[src/rtl/cdsk_pkg.sv]
// Shared types and constants for the column deskew controller.
package cdsk_pkg;

    // Column alignment states; encoding order carries no meaning.
    typedef enum logic [2:0] {
        ST_UNALIGN = 3'd0,
        ST_DET1    = 3'd1,
        ST_DET2    = 3'd2,
        ST_DET3    = 3'd3,
        ST_ALIGN   = 3'd4,
        ST_FAIL1   = 3'd5,
        ST_FAIL2   = 3'd6,
        ST_FAIL3   = 3'd7
    } col_state_e;

    localparam logic [7:0] ALIGN_CHAR = 8'h7C;  // alignment control code
    localparam logic [7:0] FAULT_SEQ  = 8'h9C;  // sequence control code, lane 0
    localparam logic [7:0] FAULT_LAST = 8'h01;  // local-fault value, last lane

    // True in the states where the column counts as aligned.
    function automatic logic is_aligned_state(input col_state_e s);
        return (s == ST_ALIGN) || (s == ST_FAIL1) ||
               (s == ST_FAIL2) || (s == ST_FAIL3);
    endfunction

endpackage

[src/rtl/cdsk_lane_buf.sv]
// One lane's skew history and alignment-character search.
// Every byte is pushed into a DEPTH-entry shift history. While searching,
// the first alignment character seen is timed by an age counter. On lock
// the tap is set so the history entry holding that character is read.
// Assumes DEPTH is a power of two, so the tap indexes every entry.
module cdsk_lane_buf #(
    parameter int DEPTH = 8
) (
    input  logic       clk,
    input  logic       rst_n,
    input  logic [7:0] byte_i,
    input  logic       ctrl_i,
    input  logic       search_en,
    input  logic       restart,
    input  logic       lock,
    output logic       hit_o,
    output logic       found_o,
    output logic       at_limit_o,
    output logic [7:0] col_byte_o,
    output logic       col_ctrl_o
);
    import cdsk_pkg::*;

    localparam int TAP_W = $clog2(DEPTH);

    logic [7:0]       hist_byte [DEPTH];
    logic [DEPTH-1:0] hist_ctrl;
    logic [TAP_W-1:0] age_q;
    logic [TAP_W-1:0] tap_q;
    logic             found_q;

    assign hit_o      = ctrl_i && (byte_i == ALIGN_CHAR);
    assign found_o    = found_q;
    assign at_limit_o = found_q && (age_q == TAP_W'(DEPTH - 1));
    assign col_byte_o = hist_byte[tap_q];
    assign col_ctrl_o = hist_ctrl[tap_q];

    // Shift every incoming byte and flag into the history.
    always_ff @(posedge clk) begin : shift_p
        if (!rst_n) begin
            for (int i = 0; i < DEPTH; i++) begin
                hist_byte[i] <= '0;
            end
            hist_ctrl <= '0;
        end else begin
            hist_byte[0] <= byte_i;
            for (int i = 1; i < DEPTH; i++) begin
                hist_byte[i] <= hist_byte[i-1];
            end
            hist_ctrl <= {hist_ctrl[DEPTH-2:0], ctrl_i};
        end
    end

    // Time the first alignment character and set the read tap on lock.
    always_ff @(posedge clk) begin : search_p
        if (!rst_n) begin
            found_q <= 1'b0;
            age_q   <= '0;
            tap_q   <= '0;
        end else if (!search_en) begin
            found_q <= 1'b0;
            age_q   <= '0;
        end else if (restart) begin
            found_q <= hit_o;
            age_q   <= '0;
        end else if (lock) begin
            tap_q   <= found_q ? (age_q + TAP_W'(1)) : '0;
            found_q <= 1'b0;
            age_q   <= '0;
        end else if (found_q) begin
            age_q   <= age_q + TAP_W'(1);
        end else if (hit_o) begin
            found_q <= 1'b1;
            age_q   <= '0;
        end
    end

endmodule

[src/rtl/cdsk_col_fsm.sv]
// Column alignment state machine with entry and exit hysteresis.
// Takes the per-lane alignment-character flags of the deskewed column.
// The column that follows a lock is the locking column itself and is
// skipped. Assumes lock is raised only in the search state.
module cdsk_col_fsm #(
    parameter int NUM_LANES = 4
) (
    input  logic                   clk,
    input  logic                   rst_n,
    input  logic                   sync_all,
    input  logic                   lock,
    input  logic [NUM_LANES-1:0]   col_hit,
    output cdsk_pkg::col_state_e   state_o,
    output logic                   skip_o
);
    import cdsk_pkg::*;

    col_state_e state_q, state_d;
    logic       skip_q;
    logic       complete, partial;

    assign complete = &col_hit;
    assign partial  = (|col_hit) && !complete;
    assign state_o  = state_q;
    assign skip_o   = skip_q;

    // Next-state selection from the current column class.
    always_comb begin : next_p
        state_d = state_q;
        unique case (state_q)
            ST_UNALIGN: if (lock) state_d = ST_DET1;
            ST_DET1: if (!skip_q) begin
                if (complete)     state_d = ST_DET2;
                else if (partial) state_d = ST_UNALIGN;
            end
            ST_DET2: begin
                if (complete)     state_d = ST_DET3;
                else if (partial) state_d = ST_UNALIGN;
            end
            ST_DET3: begin
                if (complete)     state_d = ST_ALIGN;
                else if (partial) state_d = ST_UNALIGN;
            end
            ST_ALIGN: if (partial) state_d = ST_FAIL1;
            ST_FAIL1: begin
                if (partial)       state_d = ST_FAIL2;
                else if (complete) state_d = ST_ALIGN;
            end
            ST_FAIL2: begin
                if (partial)       state_d = ST_FAIL3;
                else if (complete) state_d = ST_FAIL1;
            end
            ST_FAIL3: begin
                if (partial)       state_d = ST_UNALIGN;
                else if (complete) state_d = ST_FAIL2;
            end
            default: state_d = ST_UNALIGN;
        endcase
    end

    // State register; lane sync loss overrides everything.
    always_ff @(posedge clk) begin : state_p
        if (!rst_n || !sync_all) begin
            state_q <= ST_UNALIGN;
            skip_q  <= 1'b0;
        end else begin
            state_q <= state_d;
            skip_q  <= lock;
        end
    end

endmodule

[src/rtl/cdsk_out_stage.sv]
// Output register: the deskewed column, or the local-fault column when
// not aligned. Lane 0 carries the sequence control code, the last lane
// carries the fault value, and the lanes between carry zero data.
module cdsk_out_stage #(
    parameter int NUM_LANES = 4
) (
    input  logic                     clk,
    input  logic                     rst_n,
    input  logic                     aligned_i,
    input  logic [8*NUM_LANES-1:0]   col_data_i,
    input  logic [NUM_LANES-1:0]     col_ctrl_i,
    output logic [8*NUM_LANES-1:0]   data_o,
    output logic [NUM_LANES-1:0]     ctrl_o,
    output logic                     aligned_o
);
    import cdsk_pkg::*;

    logic [8*NUM_LANES-1:0] fault_data;
    logic [NUM_LANES-1:0]   fault_ctrl;

    for (genvar l = 0; l < NUM_LANES; l++) begin : g_fault
        assign fault_data[8*l +: 8] = (l == 0) ? FAULT_SEQ :
                                      (l == NUM_LANES - 1) ? FAULT_LAST : 8'h00;
        assign fault_ctrl[l]        = (l == 0);
    end

    // Register the column and status, substituting the fault column.
    always_ff @(posedge clk) begin : out_p
        if (!rst_n) begin
            data_o    <= fault_data;
            ctrl_o    <= fault_ctrl;
            aligned_o <= 1'b0;
        end else begin
            data_o    <= aligned_i ? col_data_i : fault_data;
            ctrl_o    <= aligned_i ? col_ctrl_i : fault_ctrl;
            aligned_o <= aligned_i;
        end
    end

endmodule

[src/rtl/col_deskew_ctrl.sv]
// Four-lane column deskew controller, top level.
// One history buffer per lane, a shared search and lock decision, the
// column state machine and the registered output stage.
// Assumes the lane inputs are already decoded and synchronised.
module col_deskew_ctrl #(
    parameter int NUM_LANES = 4,
    parameter int DEPTH     = 8
) (
    input  logic                     clk,
    input  logic                     rst_n,
    input  logic [NUM_LANES-1:0]     lane_sync_i,
    input  logic [8*NUM_LANES-1:0]   lane_data_i,
    input  logic [NUM_LANES-1:0]     lane_ctrl_i,
    output logic [8*NUM_LANES-1:0]   rx_data_o,
    output logic [NUM_LANES-1:0]     rx_ctrl_o,
    output logic                     col_aligned_o
);
    import cdsk_pkg::*;

    col_state_e             state_q;
    logic                   skip;
    logic                   sync_all, search_en, restart, lock;
    logic [NUM_LANES-1:0]   hit, found, at_limit, col_hit, col_ctrl;
    logic [8*NUM_LANES-1:0] col_data;

    assign sync_all  = &lane_sync_i;
    assign search_en = (state_q == ST_UNALIGN) && sync_all;
    assign restart   = search_en && (|at_limit);
    assign lock      = search_en && !restart && (&(found | hit));

    for (genvar l = 0; l < NUM_LANES; l++) begin : g_lane
        cdsk_lane_buf #(.DEPTH(DEPTH)) buf_i (
            .clk        (clk),
            .rst_n      (rst_n),
            .byte_i     (lane_data_i[8*l +: 8]),
            .ctrl_i     (lane_ctrl_i[l]),
            .search_en  (search_en),
            .restart    (restart),
            .lock       (lock),
            .hit_o      (hit[l]),
            .found_o    (found[l]),
            .at_limit_o (at_limit[l]),
            .col_byte_o (col_data[8*l +: 8]),
            .col_ctrl_o (col_ctrl[l])
        );
        assign col_hit[l] = col_ctrl[l] && (col_data[8*l +: 8] == ALIGN_CHAR);
    end

    cdsk_col_fsm #(.NUM_LANES(NUM_LANES)) fsm_i (
        .clk      (clk),
        .rst_n    (rst_n),
        .sync_all (sync_all),
        .lock     (lock),
        .col_hit  (col_hit),
        .state_o  (state_q),
        .skip_o   (skip)
    );

    cdsk_out_stage #(.NUM_LANES(NUM_LANES)) out_i (
        .clk        (clk),
        .rst_n      (rst_n),
        .aligned_i  (is_aligned_state(state_q)),
        .col_data_i (col_data),
        .col_ctrl_i (col_ctrl),
        .data_o     (rx_data_o),
        .ctrl_o     (rx_ctrl_o),
        .aligned_o  (col_aligned_o)
    );

endmodule

[config.mk]
export PLATFORM = sky130hd
export DESIGN_NAME = col_deskew_ctrl
export DESIGN_NICKNAME = d
export VERILOG_FILES = /design/src/rtl/cdsk_pkg.sv /design/src/rtl/cdsk_lane_buf.sv /design/src/rtl/cdsk_col_fsm.sv /design/src/rtl/cdsk_out_stage.sv /design/src/rtl/col_deskew_ctrl.sv
export SDC_FILE = /design/constraint.sdc
export NUM_CORES = 1
export LEC_CHECK = 0
export ABC_AREA = 0
export BUFFER_PORTS_ARGS = -buffer_cell sky130_fd_sc_hd__buf_2
export CORE_ASPECT_RATIO = 1.75
export CORE_MARGIN = 2
export CORE_UTILIZATION = 60
export CTS_CLUSTER_DIAMETER = 30
export DETAILED_ROUTE_END_ITERATION = 7
export PLACE_DENSITY = 0.84
export SLEW_MARGIN = 20
export SYNTH_ARGS = -nofsm -noshare
export SYNTH_HDL_FRONTEND = slang
export SYNTH_HIERARCHICAL = 1
export SYNTH_SLANG_ARGS = --single-unit
export TNS_END_PERCENT = 100
[constraint.sdc]
create_clock -name clk -period 8.6 [get_ports clk]
set_input_delay 1.72 -clock clk [delete_from_list [all_inputs] [get_ports clk]]
set_output_delay 1.72 -clock clk [all_outputs]
set_load 0.05 [all_outputs]
==> flow_metrics.tcl, run 1 <==
set metrics [dict create \
    status "complete, no violations" \
    async_flop_share_pct 0 \
    worstHoldPathType "reg -> reg" \
    maxSlewHeadroom_pct 31.8 \
    fin_ws_ns 4.62 \
    postCtsSetupBuffers 0 \
    ys_dominant_reg_cell "dfxtp_1" \
    cts_resized 0 \
    port_buffers 78 \
    cap_violations 0 \
    drt-pass1-iter-count 5 \
    min_period_ns 3.98 \
    worstSetupPathType "reg -> reg" \
    timing.setup.tns_ns 0 \
    grt_max_degree 197 \
    reg2reg_depth 9 \
    grt_pass1_vias 7799 \
    worstPathRequired_ns 9.04 \
    worst_ep_arrival_time_ns 4.43 \
    area_growth_pct 13.4 \
    cp-end-kind "register" \
    cp_top_family "simple AND/OR/NAND/NOR gates" \
    cts_buffers 38 \
    syn_area_per_cell_um2 12.9 \
    whs_path_depth 1 \
    drcViolationCount 0 \
    synthTopCellsByCount "dfxtp_1 (369), and2_1 (301), mux4_1 (60)" \
    cp_common_cell "a31oi_1" \
    drt_iter0_drc 328 \
    layout-drive-gt1-share_pct 20.9 \
    pwr_density_cell_mw_per_mm2 233 \
    clockBufferDepth 3 \
    syn_area_mm2 0.0133 \
    synth.distinct_cells 44 \
    clkTransAtPathRegs_ns 0.07 \
    start_kind "register" \
    cellLeakagePower_nw 6.38 \
    place_hpwl_mm 14.1 \
    synth_top_area_share_pct 55.5 \
    cp_slowest_cell "dfxtp_1" \
    clk_latency_ns 0.52 \
    dieArea_mm2 0.0234 \
    coreArea_mm2 0.0220 \
    peakVddDrop_uv 162 \
    antenna_left 0 \
    synth_top_cell_by_area "dfxtp_1" \
    vias_per_cell 5.35 \
    rsz0062_at_grt "false" \
    die_w_um 117 \
    via_count 7608 \
    start_util_pct 60.6 \
    insertedDiodeCount 0 \
    synth.most_common_cell "dfxtp_1" \
    routed_wl_mm 22.4 \
    syn_nets 1086 \
    ys_seq_area_share_pct 55.5 \
    n_fill_cell 1585 \
    drv_slew 0 \
    cp.depth 9 \
    setup_violations 0 \
    rows 72 \
    synth_edf_count 0 \
    synth_seq_cells 369 \
    post-place-ws_ns 4.52 \
    cts_sinks 369 \
    final_nets 1145 \
    grt_pass1_wl_mm 37.5 \
    htreeDepth 2 \
    hold_buffers 0 \
    hold_viol_final 0 \
    finalClockSkew_ns 0.0107 \
    wl_per_cell_um 15.8 \
    cts_tree "built" \
    cp_max_fo 16 \
    layout_worst_path_cycle_share_pct 46.3 \
    fmax_mhz 251 \
    ys_warn_count 6 \
    yosys-top-cells-area "dfxtp_1 (55%), and2_1 (14%), mux4_1 (12%)" \
    gp_congestion 0.726 \
    worst_pin_slew_ns 1.02 \
    crit_chain "mux4_1 -> mux2_2 -> and4b_1 -> nand3_1 -> nor4b_2 -> nand4_1 -> nor4b_1 -> a31oi_1 -> a31oi_1" \
    chipHeight_um 201 \
    grt.overflow.total 0 \
    slowest_delay_ns 0.93 \
    ios 79 \
    cts_root_buffer "clkbuf_16" \
    gr-usage-all-layers_pct 20.0 \
    crit_buf_inv 0 \
    syn_inst 1036 \
    grt_antenna_before_repair 0 \
]
-- layout make-up --
| class | count | area, um^2 | area share, % |
|---|---|---|---|
| Clock buffer | 46 | 1060 | 7.05 |
| Clock inverter | 24 | 260 | 1.72 |
| Inverter | 1 | 3.75 | 0.0249 |
| Multi-Input combinational cell | 605 | 5580 | 37.0 |
| Sequential cell | 369 | 7390 | 48.9 |
| Tap cell | 296 | 370 | 2.45 |
| Timing Repair Buffer | 80 | 432 | 2.86 |
-- metal layers --
metal	part of all wire, %	routed length (um)	GRT usage (%)
met1	39	8660	23.1
met3	3.1	699	2.81
met2	54	12200	35.8
met5	0	0	0
met4	3.8	850	9.20
-- flip-flops by register name, indices dropped and copies added (netlist names), named ones only --
name,cells
g_lane.buf_i/hist_byte,256
g_lane.buf_i/hist_ctrl,32
out_i/data_o,32
g_lane.buf_i/age_q,12
g_lane.buf_i/tap_q,12
g_lane.buf_i/found_o,4
out_i/ctrl_o,4
fsm_i/state_o,3
fsm_i/skip_o,1
out_i/aligned_o,1
-- worst paths after layout --
check        slack, ns                                  startpoint                                    endpoint
max               4.62                                    register               fsm_i/state_o[1]$_SDFFE_PP0P_
min               0.44  g_lane[3].buf_i/hist_byte[4][6]$_SDFF_PN0_  g_lane[3].buf_i/hist_byte[5][6]$_SDFF_PN0_
max reg2reg       4.62                                    register               fsm_i/state_o[1]$_SDFFE_PP0P_
min reg2reg       0.44  g_lane[3].buf_i/hist_byte[4][6]$_SDFF_PN0_  g_lane[3].buf_i/hist_byte[5][6]$_SDFF_PN0_
-- cells in the final DEF, fill, tap and decap left out, drive strengths merged, types with 5 or more instances in the layout --
cell	synthesis	final
mux2i	13	13
nand2	19	19
nor4b	5	5
inv	1	12
dfxtp	369	369
ha	8	8
mux4	72	72
and3	33	33
nand2b	8	8
o21ai	15	15
mux2	36	36
nand3	6	6
clkbuf	41	46
clkinv	0	9
nor2b	24	24
buf	20	80
and2	301	301
nor4	8	8
nand3b	22	22
-- power by group --
group	switching [W]	internal (W)
registers	0.0000108	0.00174
clock network	0.000687	0.000999
logic	0.0000403	0.0000417
-- cells by family after synthesis --
group | after synthesis | share of synthesized area (%)
adder cells (fa/ha/maj) | 8 | 0.752
AND/OR/NAND/NOR | 447 | 21.8
AO/OA/AOI/OAI | 29 | 1.45
buffers and inverters | 62 | 2.58
multiplexers | 121 | 17.9
flip-flops | 369 | 55.5
-- through the flow --
step                      hold WS (ns)  utilization, %  std cells  power [W]  area [um^2]
after global placement           0.425            62.6       1350    0.00186        13700
after floorplan                  0.421               -       1036    0.00184        13300
after CTS                        0.449            68.6       1420    0.00355        15100
after detailed placement         0.432            62.6       1350    0.00187        13700
after global routing             0.463            68.7       1421    0.00363        15100
final                            0.444            68.7       1421    0.00351        15100
(Power assumes the default switching activity.)
==> run 2: changes to the inputs <==
==> constraint.sdc (replaced) <==
create_clock -name clk -period 3.9 [get_ports clk]
set_input_delay 0.78 -clock clk [delete_from_list [all_inputs] [get_ports clk]]
set_output_delay 0.78 -clock clk [all_outputs]
set_load 0.05 [all_outputs]
==> flow_metrics.tcl, run 2 (same netlist as run 1, synthesis figures left out) <==
set metrics [dict create \
    status "complete, no violations" \
    pwr_density_cell_mw_per_mm2 499 \
    grt.overflow.total 0 \
    final_nets 1160 \
    seq_area_mm2 0.00739 \
    grt_max_degree 139 \
    worst_pin_slew_ns 0.982 \
    reg2reg_depth 9 \
    maxSlewHeadroom_pct 34.6 \
    die_w_um 117 \
    ios 79 \
    largest_reg_flops 256 \
    insertedDiodeCount 0 \
    cp_max_fo 11 \
    cp_top_family "simple AND/OR/NAND/NOR gates" \
    fin_ws_ns 0.350 \
    clk_latency_ns 0.52 \
    worstSetupPathType "reg -> reg" \
    area_growth_pct 13.7 \
    cts_resized 0 \
    rows 72 \
    chipHeight_um 201 \
    cap_violations 0 \
    postCtsSetupBuffers 0 \
    htreeDepth 2 \
    grt_pass1_vias 7967 \
    drt_iter0_drc 443 \
    min_from "g_lane[3].buf_i/hist_byte[6][2]$_SDFF_PN0_" \
    hold_viol_final 0 \
    placedCellCount 1365 \
    worstHoldPathType "reg -> reg" \
    cts_sinks 369 \
    whs_path_depth 1 \
    layout_worst_path_cycle_share_pct 91.0 \
    antenna_left 0 \
    cts_root_buffer "clkbuf_16" \
    cts_buffers 39 \
    place_hpwl_mm 15.2 \
    peakVddDrop_uv 353 \
    clockBufferDepth 3 \
    timing.setup.tns_ns 0 \
    ff2ff_setup_slack_ns 0.35 \
    cp_slowest_cell "dfxtp_1" \
    top_register "g_lane.buf_i/hist_byte" \
    fmax_mhz 282 \
    layout_commonest_cell "dfxtp_1" \
    grt_antenna_before_repair 0 \
    r2r-end "fsm_i/state_o[1]$_SDFFE_PP0P_" \
    min_period_ns 3.55 \
    vias_per_cell 5.33 \
    port_buffers 78 \
    layoutNonFillerInstCount 1436 \
    top_regs "g_lane.buf_i/hist_byte (256), g_lane.buf_i/hist_ctrl (32), out_i/data_o (32)" \
    start_util_pct 60.6 \
    drcViolationCount 0 \
    coreArea_mm2 0.0220 \
    slowest_delay_ns 0.67 \
    crit_chain "mux4_1 -> mux2_2 -> and4b_1 -> nand3_1 -> nor4b_2 -> nand4_1 -> nor4b_1 -> a31oi_1 -> a31oi_1" \
    hold_buffers 0 \
    cp-end-kind "register" \
    multi_input_area_mm2 0.00558 \
    cp_common_cell "a31oi_1" \
    post-place-ws_ns 0.355 \
    layout_common_cells "dfxtp_1 (368), and2_1 (301), buf_2 (77), mux4_1 (60), clkbuf_16 (41)" \
    cellLeakagePower_nw 6.39 \
    gp_congestion 0.778 \
    crit_buf_inv 0 \
    worst_ep_arrival_time_ns 4.00 \
    start_kind "register" \
    grt_pass1_wl_mm 38.5 \
    drt-pass1-iter-count 4 \
    n_fill_cell 1585 \
    via_count 7651 \
    setup_violations 0 \
    routed_wl_mm 23.3 \
    rsz0062_at_grt "false" \
    finalClockSkew_ns 0.0174 \
    cts_tree "built" \
    layout-drive-gt1-share_pct 21.8 \
    gr-usage-all-layers_pct 20.6 \
    holdWs_ns 0.438 \
    clkTransAtPathRegs_ns 0.06 \
    dieArea_mm2 0.0234 \
    worstPathRequired_ns 4.35 \
    drv_slew 0 \
    wl_per_cell_um 16.2 \
    hold_end "g_lane[3].buf_i/hist_byte[7][2]$_SDFF_PN0_" \
]
-- run 2: worst max-delay path by stage --
stage / start / to / cells after the start
after floorplan: register / fsm_i/state_o[0]$_SDFFE_PP0P_ / 11
after global placement: register / fsm_i/state_o[1]$_SDFFE_PP0P_ / 9
after detailed placement: register / fsm_i/state_o[1]$_SDFFE_PP0P_ / 9
after CTS: register / fsm_i/state_o[1]$_SDFFE_PP0P_ / 9
after global routing: register / fsm_i/state_o[1]$_SDFFE_PP0P_ / 9
final: register / fsm_i/state_o[1]$_SDFFE_PP0P_ / 9
-- run 2: final cells by class --
type / instances / area share (%)
Inverter: 1 / 0.0248
Tap cell: 296 / 2.45
Clock inverter: 25 / 1.32
Clock buffer: 46 / 6.97
Sequential cell: 369 / 48.8
Timing Repair Buffer: 94 / 3.58
Multi-Input combinational cell: 605 / 36.9
-- run 2: routing by layer --
layer	up-vias	global-route usage (%)	part of all wire, %
li1	3745	-	-
met1	3709	23.4	39
met2	147	37.9	54
met3	50	2.90	3.1
met4	0	8.40	3.2
met5	-	0	0
-- run 2: through the flow --
stage	utilization, %	instance area, um^2	power, W
final	68.9	15100	0.00756
after CTS	68.9	15100	0.00763
after global routing	68.9	15100	0.00779
after global placement	63.2	13900	0.00411
after floorplan	-	13300	0.00405
after detailed placement	63.2	13900	0.00412
-- run 2: power breakdown --
part	internal (W)	switching [W]	total (W)	leakage (nW)
clock network	0.00199	0.00153	0.00352	0.591
registers	0.00383	0.0000252	0.00385	2.99
logic	0.0000936	0.0000894	0.000183	2.81
==> run 3: changes to the inputs <==
--- a/config.mk
+++ b/config.mk
@@ -5,14 +5,16 @@
 export SDC_FILE = /design/constraint.sdc
 export NUM_CORES = 1
 export LEC_CHECK = 0
-export ABC_AREA = 0
 export BUFFER_PORTS_ARGS = -buffer_cell sky130_fd_sc_hd__buf_2
+export CELL_PAD_IN_SITES_DETAIL_PLACEMENT = 0
+export CELL_PAD_IN_SITES_GLOBAL_PLACEMENT = 2
 export CORE_ASPECT_RATIO = 1.75
 export CORE_MARGIN = 2
-export CORE_UTILIZATION = 60
+export CORE_UTILIZATION = 42
+export CTS_BUF_LIST = sky130_fd_sc_hd__clkbuf_16
 export CTS_CLUSTER_DIAMETER = 30
 export DETAILED_ROUTE_END_ITERATION = 7
-export PLACE_DENSITY = 0.84
+export PLACE_DENSITY = 0.83
 export SLEW_MARGIN = 20
 export SYNTH_ARGS = -nofsm -noshare
 export SYNTH_HDL_FRONTEND = slang
==> flow_metrics.tcl, run 3 (same netlist as run 1, synthesis figures left out) <==
set metrics [dict create \
    worstSetupPathType "reg -> reg" \
    rsz0062_at_grt "false" \
    gr-usage-all-layers_pct 15.0 \
    vias_per_cell 4.88 \
    timing.setup.tns_ns 0 \
    insertedDiodeCount 0 \
    worst_pin_slew_ns 0.930 \
    setup_violations 0 \
    dieArea_mm2 0.0332 \
    cap_violations 0 \
    finalClockSkew_ns 0.0157 \
    drv_slew 0 \
    clk_latency_ns 0.56 \
    pwr-share-comb_pct 2.2 \
    worstHoldPathType "in -> reg" \
    chipHeight_um 240 \
    fmax_mhz 297 \
    grt_pass1_wl_mm 40.5 \
    top_register "g_lane.buf_i/hist_byte" \
    cts_buffers 47 \
    routed_wl_mm 24.6 \
    layout_worst_path_cycle_share_pct 86.2 \
    coreArea_mm2 0.0313 \
    placedCellCount 1469 \
    grt.overflow.total 0 \
    postCtsSetupBuffers 0 \
    layout-drive-gt1-share_pct 22.9 \
    n_fill_cell 2775 \
    top_regs "g_lane.buf_i/hist_byte (256), g_lane.buf_i/hist_ctrl (32), out_i/data_o (32)" \
    maxSlewHeadroom_pct 37.1 \
    die_w_um 139 \
    gp_congestion 0.713 \
    grt_antenna_before_repair 0 \
    worst_ep_arrival_time_ns 3.84 \
    cellLeakagePower_nw 6.61 \
    antenna_left 0 \
    start_kind "register" \
    seqPwrFrac_pct 46.2 \
    ios 79 \
    grt_pass1_vias 7960 \
    clkTransAtPathRegs_ns 0.06 \
    min_period_ns 3.36 \
    hold_viol_final 0 \
    cts_resized 0 \
    intPower_w 0.00650 \
    htreeDepth 2 \
    clockBufferDepth 3 \
    largest_reg_flops 256 \
    cp_max_fo 16 \
    place_hpwl_mm 16.1 \
    layout_common_cells "dfxtp_1 (368), and2_1 (301), buf_2 (77), mux4_1 (60), clkbuf_16 (48)" \
    status "complete, no violations" \
    via_count 7600 \
    cts_sinks 369 \
    drcViolationCount 0 \
    hold_buffers 0 \
    cp-end-kind "register" \
    worstPathRequired_ns 4.38 \
    cts_tree "built" \
    layoutNonFillerInstCount 1556 \
    wl_per_cell_um 15.8 \
    rows 86 \
    swShare_pct 22.2 \
    pwr_density_cell_mw_per_mm2 534 \
    peakVddDrop_uv 346 \
    power.switching_w 0.00185 \
    cts_root_buffer "clkbuf_16" \
    drt-pass1-iter-count 4 \
    start_util_pct 42.5 \
    drt_iter0_drc 274 \
    layout_commonest_cell "dfxtp_1" \
    clkPwrFrac_pct 51.7 \
    final_nets 1172 \
    grt_max_degree 122 \
    port_buffers 78 \
    area_growth_pct 17.4 \
]
run 3: cell type report:
| class | instances | area (um^2) | area share, % |
|---|---|---|---|
| Tap cell | 396 | 495 | 3.17 |
| Inverter | 1 | 3.75 | 0.0240 |
| Timing Repair Buffer | 98 | 559 | 3.58 |
| Clock buffer | 48 | 1200 | 7.69 |
| Multi-Input combinational cell | 605 | 5580 | 35.7 |
| Clock inverter | 39 | 394 | 2.52 |
| Sequential cell | 369 | 7390 | 47.3 |
run 3: path summary, 6_finish.rpt:
| path | startpoint | end | slack (ns) | depth (start not counted) |
|---|---|---|---|---|
| worst max register to register | register | fsm_i/state_o[1]$_SDFFE_PP0P_ | 0.54 | 10 |
| worst min-delay path | lane_data_i[24] | g_lane[3].buf_i/hist_byte[0][0]$_SDFF_PN0_ | 0.43 | 2 |
| worst min register to register | g_lane[1].buf_i/hist_byte[1][7]$_SDFF_PN0_ | g_lane[1].buf_i/hist_byte[2][7]$_SDFF_PN0_ | 0.44 | 1 |
| worst max-delay path | register | fsm_i/state_o[1]$_SDFFE_PP0P_ | 0.54 | 10 |
run 3: stage by stage:
step           hold slack [ns]  setup WS (ns)  utilization, %  total power (W)  cell area (um^2)
3_3_place_gp             0.425          0.535            44.8          0.00412             14000
6_report                 0.433          0.537            49.9          0.00835             15600
5_1_grt                  0.428          0.257            49.9          0.00866             15600
3_5_place_dp             0.432          0.527            44.8          0.00412             14000
2_1_floorplan            0.421          0.943               -          0.00405             13300
4_1_cts                  0.394          0.510            49.9          0.00848             15600
run 3: worst max-delay path: stages, from the launching register on:
cell and delay (ns):
dfxtp_1 0.30, buf_4 0.27, mux4_1 0.60, mux2_2 0.28, and4b_1 0.24, nand3_1 0.10, nor4b_2 0.50, nand4_1 0.39
nor4b_1 0.36, a31oi_1 0.07, a31oi_1 0.17
run 3: metal layers:
| metal | vias to the layer above | GRT usage, % | share of wire [%] |
|---|---|---|---|
| met2 | 101 | 28.6 | 54 |
| met5 | - | 0 | 0 |
| met3 | 37 | 2.58 | 2.9 |
| met1 | 3674 | 16.3 | 41 |
| met4 | 0 | 6.06 | 2.5 |
| li1 | 3788 | - | - |
run 3: power by group through the flow:
stage | registers, W | logic (W) | clock network (W)
2_1_floorplan | 0.00393 | 0.000125 | 0
3_3_place_gp | 0.00394 | 0.000184 | 0
3_5_place_dp | 0.00394 | 0.000186 | 0
4_1_cts | 0.00385 | 0.000187 | 0.00444
5_1_grt | 0.00386 | 0.000204 | 0.00460
6_report | 0.00385 | 0.000181 | 0.00431
